### config.mk
export PLATFORM = sky130hd
export DESIGN_NAME = qirq_status_unit
export DESIGN_NICKNAME = d
export VERILOG_FILES = /design/src/rtl/qirq_pkg.sv /design/src/rtl/qirq_wr_decode.sv /design/src/rtl/qirq_mark_reg.sv /design/src/rtl/qirq_mask.sv /design/src/rtl/qirq_flags.sv /design/src/rtl/qirq_status_unit.sv
export SDC_FILE = /design/constraint.sdc
export NUM_CORES = 1
export LEC_CHECK = 0
export ABC_CLOCK_PERIOD_IN_PS = 1520
export BUFFER_PORTS_ARGS = -buffer_cell sky130_fd_sc_hd__clkbuf_2
export CORE_ASPECT_RATIO = 0.7
export CORE_MARGIN = 2
export CORE_UTILIZATION = 40
export DETAILED_ROUTE_END_ITERATION = 8
export PLACE_DENSITY_LB_ADDON = 0.2
export SYNTH_ARGS = -nofsm -noshare
export SYNTH_HDL_FRONTEND = slang
export SYNTH_SLANG_ARGS = --single-unit
### constraint.sdc
create_clock -name clk -period 1.52 [get_ports clk]
set_clock_uncertainty 0.15 [all_clocks]
set_input_delay 0.228 -clock clk [delete_from_list [all_inputs] [get_ports clk]]
set_output_delay 0.228 -clock clk [all_outputs]
set_load 0.005 [all_outputs]
### src/rtl/qirq_pkg.sv
package qirq_pkg;
  localparam int NFLAG = 7;

  localparam logic [7:0] OFS_STATUS  = 8'h04;
  localparam logic [7:0] OFS_MSET    = 8'h08;
  localparam logic [7:0] OFS_MCLR    = 8'h0C;
  localparam logic [7:0] OFS_MREAD   = 8'h10;
  localparam logic [7:0] OFS_TXMARK  = 8'h28;
  localparam logic [7:0] OFS_RXMARK  = 8'h2C;

  localparam int B_RXOVF   = 0;
  localparam int B_TXLOW   = 2;
  localparam int B_TXFULL  = 3;
  localparam int B_RXAVAIL = 4;
  localparam int B_RXFULL  = 5;
  localparam int B_TXUNF   = 6;

  localparam logic [NFLAG-1:0] VALID_BITS  = 7'b111_1101;
  localparam logic [NFLAG-1:0] STICKY_BITS = 7'b100_0001;

  function automatic logic below_mark(int unsigned lvl, int unsigned mark);
    return lvl < mark;
  endfunction

  function automatic logic reaches_mark(int unsigned lvl, int unsigned mark);
    return lvl >= mark;
  endfunction

  function automatic logic is_full(int unsigned lvl, int unsigned depth);
    return lvl == depth;
  endfunction
endpackage

### src/rtl/qirq_wr_decode.sv
module qirq_wr_decode
  import qirq_pkg::*;
#(
  parameter int ADDR_W = 8,
  parameter int DATA_W = 32,
  parameter int LVL_W  = 6
) (
  input  logic              wr_en,
  input  logic [ADDR_W-1:0] wr_addr,
  input  logic [DATA_W-1:0] wr_data,
  output logic [NFLAG-1:0]  stat_clr,
  output logic [NFLAG-1:0]  mask_set,
  output logic [NFLAG-1:0]  mask_clr,
  output logic              txmark_we,
  output logic              rxmark_we,
  output logic [LVL_W-1:0]  mark_val
);
  logic hit_status, hit_mset, hit_mclr;
  logic unused_hi;

  assign hit_status = wr_en && (wr_addr == ADDR_W'(OFS_STATUS));
  assign hit_mset   = wr_en && (wr_addr == ADDR_W'(OFS_MSET));
  assign hit_mclr   = wr_en && (wr_addr == ADDR_W'(OFS_MCLR));
  assign txmark_we  = wr_en && (wr_addr == ADDR_W'(OFS_TXMARK));
  assign rxmark_we  = wr_en && (wr_addr == ADDR_W'(OFS_RXMARK));

  assign stat_clr = hit_status ? (wr_data[NFLAG-1:0] & STICKY_BITS) : '0;
  assign mask_set = hit_mset   ? (wr_data[NFLAG-1:0] & VALID_BITS)  : '0;
  assign mask_clr = hit_mclr   ? (wr_data[NFLAG-1:0] & VALID_BITS)  : '0;
  assign mark_val = wr_data[LVL_W-1:0];

  assign unused_hi = ^wr_data[DATA_W-1:NFLAG];
endmodule

### src/rtl/qirq_mark_reg.sv
module qirq_mark_reg #(
  parameter int LVL_W = 6,
  parameter int RESET_VAL = 1
) (
  input  logic             clk,
  input  logic             rst_n,
  input  logic             we,
  input  logic [LVL_W-1:0] val,
  output logic [LVL_W-1:0] mark_q
);
  always_ff @(posedge clk or negedge rst_n) begin
    if (!rst_n)  mark_q <= LVL_W'(RESET_VAL);
    else if (we) mark_q <= val;
  end
endmodule

### src/rtl/qirq_mask.sv
module qirq_mask
  import qirq_pkg::*;
(
  input  logic             clk,
  input  logic             rst_n,
  input  logic [NFLAG-1:0] mask_set,
  input  logic [NFLAG-1:0] mask_clr,
  output logic [NFLAG-1:0] mask_q
);
  logic [NFLAG-1:0] mask_n;

  // clear is applied after set, so clear takes priority
  assign mask_n = ((mask_q | mask_set) & ~mask_clr) & VALID_BITS;

  always_ff @(posedge clk or negedge rst_n) begin
    if (!rst_n) mask_q <= '0;
    else        mask_q <= mask_n;
  end
endmodule

### src/rtl/qirq_flags.sv
module qirq_flags
  import qirq_pkg::*;
#(
  parameter int DEPTH = 63,
  parameter int LVL_W = 6
) (
  input  logic             clk,
  input  logic             rst_n,
  input  logic [LVL_W-1:0] tx_level,
  input  logic [LVL_W-1:0] rx_level,
  input  logic [LVL_W-1:0] tx_mark,
  input  logic [LVL_W-1:0] rx_mark,
  input  logic             rx_ovf_evt,
  input  logic             tx_unf_evt,
  input  logic [NFLAG-1:0] stat_clr,
  output logic [NFLAG-1:0] status_q
);
  logic [NFLAG-1:0] live_n;
  logic [NFLAG-1:0] evt_vec;
  logic [NFLAG-1:0] status_n;
  logic             unused_clr;

  always_comb begin
    live_n = '0;
    live_n[B_TXLOW]   = below_mark(32'(tx_level), 32'(tx_mark));
    live_n[B_TXFULL]  = is_full(32'(tx_level), DEPTH);
    live_n[B_RXAVAIL] = reaches_mark(32'(rx_level), 32'(rx_mark));
    live_n[B_RXFULL]  = is_full(32'(rx_level), DEPTH);
  end

  always_comb begin
    evt_vec = '0;
    evt_vec[B_RXOVF] = rx_ovf_evt;
    evt_vec[B_TXUNF] = tx_unf_evt;
  end

  // a new event beats a software clear of the same bit
  genvar b;
  generate
    for (b = 0; b < NFLAG; b++) begin : g_bit
      if (STICKY_BITS[b]) begin : g_sticky
        assign status_n[b] = evt_vec[b] | (status_q[b] & ~stat_clr[b]);
      end else if (VALID_BITS[b]) begin : g_live
        assign status_n[b] = live_n[b];
      end else begin : g_none
        assign status_n[b] = 1'b0;
      end
    end
  endgenerate

  assign unused_clr = ^(stat_clr & ~STICKY_BITS);

  always_ff @(posedge clk or negedge rst_n) begin
    if (!rst_n) status_q <= '0;
    else        status_q <= status_n;
  end
endmodule

### src/rtl/qirq_status_unit.sv
module qirq_status_unit
  import qirq_pkg::*;
#(
  parameter int DEPTH  = 63,
  parameter int ADDR_W = 8,
  parameter int DATA_W = 32,
  localparam int LVL_W = $clog2(DEPTH + 1)
) (
  input  logic              clk,
  input  logic              rst_n,
  input  logic              wr_en,
  input  logic [ADDR_W-1:0] wr_addr,
  input  logic [DATA_W-1:0] wr_data,
  input  logic [ADDR_W-1:0] rd_addr,
  output logic [DATA_W-1:0] rd_data,
  input  logic [LVL_W-1:0]  tx_level,
  input  logic [LVL_W-1:0]  rx_level,
  input  logic              rx_ovf_evt,
  input  logic              tx_unf_evt,
  output logic              irq
);
  logic [NFLAG-1:0] stat_clr, mask_set, mask_clr;
  logic [NFLAG-1:0] status_q, mask_q;
  logic             txmark_we, rxmark_we;
  logic [LVL_W-1:0] mark_val, tx_mark, rx_mark;
  logic [NFLAG-1:0] pending;

  qirq_wr_decode #(.ADDR_W(ADDR_W), .DATA_W(DATA_W), .LVL_W(LVL_W)) u_dec (
    .wr_en(wr_en), .wr_addr(wr_addr), .wr_data(wr_data),
    .stat_clr(stat_clr), .mask_set(mask_set), .mask_clr(mask_clr),
    .txmark_we(txmark_we), .rxmark_we(rxmark_we), .mark_val(mark_val)
  );

  qirq_mark_reg #(.LVL_W(LVL_W), .RESET_VAL(1)) u_txmark (
    .clk(clk), .rst_n(rst_n), .we(txmark_we), .val(mark_val), .mark_q(tx_mark)
  );

  qirq_mark_reg #(.LVL_W(LVL_W), .RESET_VAL(1)) u_rxmark (
    .clk(clk), .rst_n(rst_n), .we(rxmark_we), .val(mark_val), .mark_q(rx_mark)
  );

  qirq_mask u_mask (
    .clk(clk), .rst_n(rst_n), .mask_set(mask_set), .mask_clr(mask_clr),
    .mask_q(mask_q)
  );

  qirq_flags #(.DEPTH(DEPTH), .LVL_W(LVL_W)) u_flags (
    .clk(clk), .rst_n(rst_n), .tx_level(tx_level), .rx_level(rx_level),
    .tx_mark(tx_mark), .rx_mark(rx_mark), .rx_ovf_evt(rx_ovf_evt),
    .tx_unf_evt(tx_unf_evt), .stat_clr(stat_clr), .status_q(status_q)
  );

  assign pending = status_q & mask_q;
  assign irq     = |pending;

  always_comb begin
    rd_data = '0;
    if (rd_addr == ADDR_W'(OFS_STATUS))      rd_data = DATA_W'(status_q);
    else if (rd_addr == ADDR_W'(OFS_MREAD))  rd_data = DATA_W'(mask_q);
    else if (rd_addr == ADDR_W'(OFS_TXMARK)) rd_data = DATA_W'(tx_mark);
    else if (rd_addr == ADDR_W'(OFS_RXMARK)) rd_data = DATA_W'(rx_mark);
  end
endmodule

==> reports/metrics.csv <==
metric;value;unit
drive_above_1_share;46.64;%
start_util;42.32;%
io_buffers;47;
htreeDepth;1;
clkPwrFrac;29.4;%
tritoncts;done;
crit_path_end_kind;output port;
syn_area_per_cell;10.12;um^2
rows;19;
fmax;0.5898;GHz
crit_fanout;2;
gp_congestion;0.7608;
seqPwrFrac;47.9;%
die_y;58.39;um
outcome;complete, but fails checks;
grt.total_usage;16.92;%
synth_cell_type_count;37;
ant_nets;0;
cts.sinks;24;
rsz0062_at_grt;yes;
hpwl;3.086;mm
swShare;26.86;%
power;1462;uW
die_w;81.70;um
clk_pin_slew;0.08;ns
diodes;0;
cp-start-kind;register;
core_area;3994;um^2
clockBufferDepth;2;
wl;3.958;mm
fill_cells;347;
setup_viol;28;
peakVddDrop;0.0005224;V
worst_pin_slew;0.5923;ns
place_ws;-0.4207;ns
drt-pass1-iter-count;4;
p_comb_share;22.6;%
pin_count;98;
yosysSeqAreaShare;35.68;%
drc_errors;0;
layout_commonest_cell;clkbuf_2;
failed_checks;negative setup slack;
final_cell_mix;41 x clkbuf_2, 25 x conb_1, 22 x dfrtp_1;
first_global_vias;1267;
synth_cells;167;
yosysWarnings;0;
vias_per_cell;4.966;
root_buffer;clkbuf_8;
yosys_most_used_dff;dfrtp_1;
p_per_area;644.8;nW/um^2
finalWorstSetupSlack;-0.1755;ns
holdWs;0.01281;ns
area_growth;34.12;%
clock_latency;0.27;ns
power.internal;1069;uW
hp-class;input pin to register;
final_max_slew_viol_count;0;
grt_overflow;0;
path_class;register to output port;
wl_per_cell;13.65;um
cts_buffers;3;
fin_crit;1.695;ns
crit_required;1.14;ns
p_sw;392.7;uW
netlist_area;1690;um^2
p_leak;0.001103;uW
synth-seq-cells;24;
vias;1440;
hold_violations;0;
async_flop_share;100.0;%
grt_max_degree;25;
drtIter0Drc;73;
antenna_found_initial;0;
dieArea;4770;um^2
grt_pass1_wl;6.065;mm
maxCapViolCount;0;
max_slew_margin;60.52;%
period_share;111.5;%
synth_edf_count;0;
fin_nets;315;
arrival;1.32;ns
## synth_stat cells, types with 3 or more instances
master    count  share of area (%)
buf_4        25                 11
dfrtp_1      22                 33
inv_1        12                2.7
ha_1         11                8.1
mux2_2       11                7.3
a21oi_1       9                2.7
a22oi_1       7                3.1
mux2i_1       7                4.1
nor2_1        6                1.3
a31oi_1       5                1.9
nand2_1       5                1.1
nand2b_1      4                1.5
nand4_1       4                1.5
clkbuf_1      3               0.67
o21a_1        3                1.3
o21ai_0       3               0.89
o22a_1        3                1.6
## metal layers
metal	track usage, %	up-vias	part of all wire [%]	routed length (um)
met2	26.58	55	46	1828
met5	0	-	0	0
met3	4.141	0	7.4	294
li1	-	704	-	-
met1	24.88	681	46	1836
met4	1.429	0	0	0
## critical path, stage by stage, from the launching register on
cell      delay (ns)
dfrtp_1         0.42
buf_6           0.13
mux2i_2         0.16
o22ai_1         0.09
o311a_1         0.14
clkbuf_2        0.11
## cell families after synthesis
group	Yosys count	synth area share, %
buffers and inverters	41	14.73
AOI/OAI and AO/OA	38	15.25
and+or+nand+nor	33	13.84
DFF	24	35.68
muxes	19	12.14
adders and majority gates	11	8.142
other	1	0.2218
## flip-flops by register name, summed over array words and instances, names as in the netlist
register and cells:
u_rxmark.mark_q 6, u_txmark.mark_q 6, u_flags.status_q 6, u_mask.mask_q 6
## per-stage QoR
stage / std cells / utilization [%] / area [um^2] / setup TNS (ns)
after floorplan: 191 / - / 1787 / -3.556
after global placement: 271 / 48.93 / 1954 / -6.501
after detailed placement: 271 / 48.93 / 1954 / -7.236
after CTS: 286 / 54.23 / 2166 / -1.495
after global routing: 290 / 56.77 / 2267 / -3.366
final: 290 / 56.77 / 2267 / -1.833
## layout make-up
cell class,count,area [um^2],area share [%]
Clock buffer,4,55.05,2.428
Multi-Input combinational cell,126,1037,45.75
Inverter,12,45.04,1.987
Timing Repair Buffer,72,461.7,20.36
Tap cell,52,65.06,2.870
Sequential cell,24,603.1,26.60
## what timing repair did
item | CTS | global route
setup endpoints to repair | 22 | 30
endpoints found under the hold margin | 23 | 1
hold buffers | 2 | 1
buffers inserted | 9 | 3
resized for setup | 14 | 23
cloned | 0 | 1
pin swaps | 11 | 13
## power groups by stage
stage / combinational (uW) / sequential (uW) / clock [uW]
after detailed placement: 260 / 712 / 0
after global placement: 255 / 712 / 0
after floorplan: 180 / 702 / 0
after CTS: 308 / 697 / 442
after global routing: 374 / 705 / 473
final: 331 / 701 / 430
## final timing paths
| check | startpoint | to | slack [ns] | depth (start not counted) |
|---|---|---|---|---|
| setup / recovery | u_rxmark.mark_q[3] | rd_data[3] | -0.18 | 5 |
| hold / removal | tx_level[0] | u_flags.status_q[3] | 0.01 | 3 |
| setup reg to reg | u_rxmark.mark_q[3] | u_flags.status_q[4] | -0.03 | 5 |
| hold reg to reg | u_flags.status_q[0] | u_flags.status_q[0] | 0.37 | 1 |
| max in group asynchronous | rst_n | u_rxmark.mark_q[3] | 0.49 | 2 |
| min in group asynchronous | rst_n | u_flags.status_q[2] | 0.34 | 2 |
(Power assumes the default switching activity.)
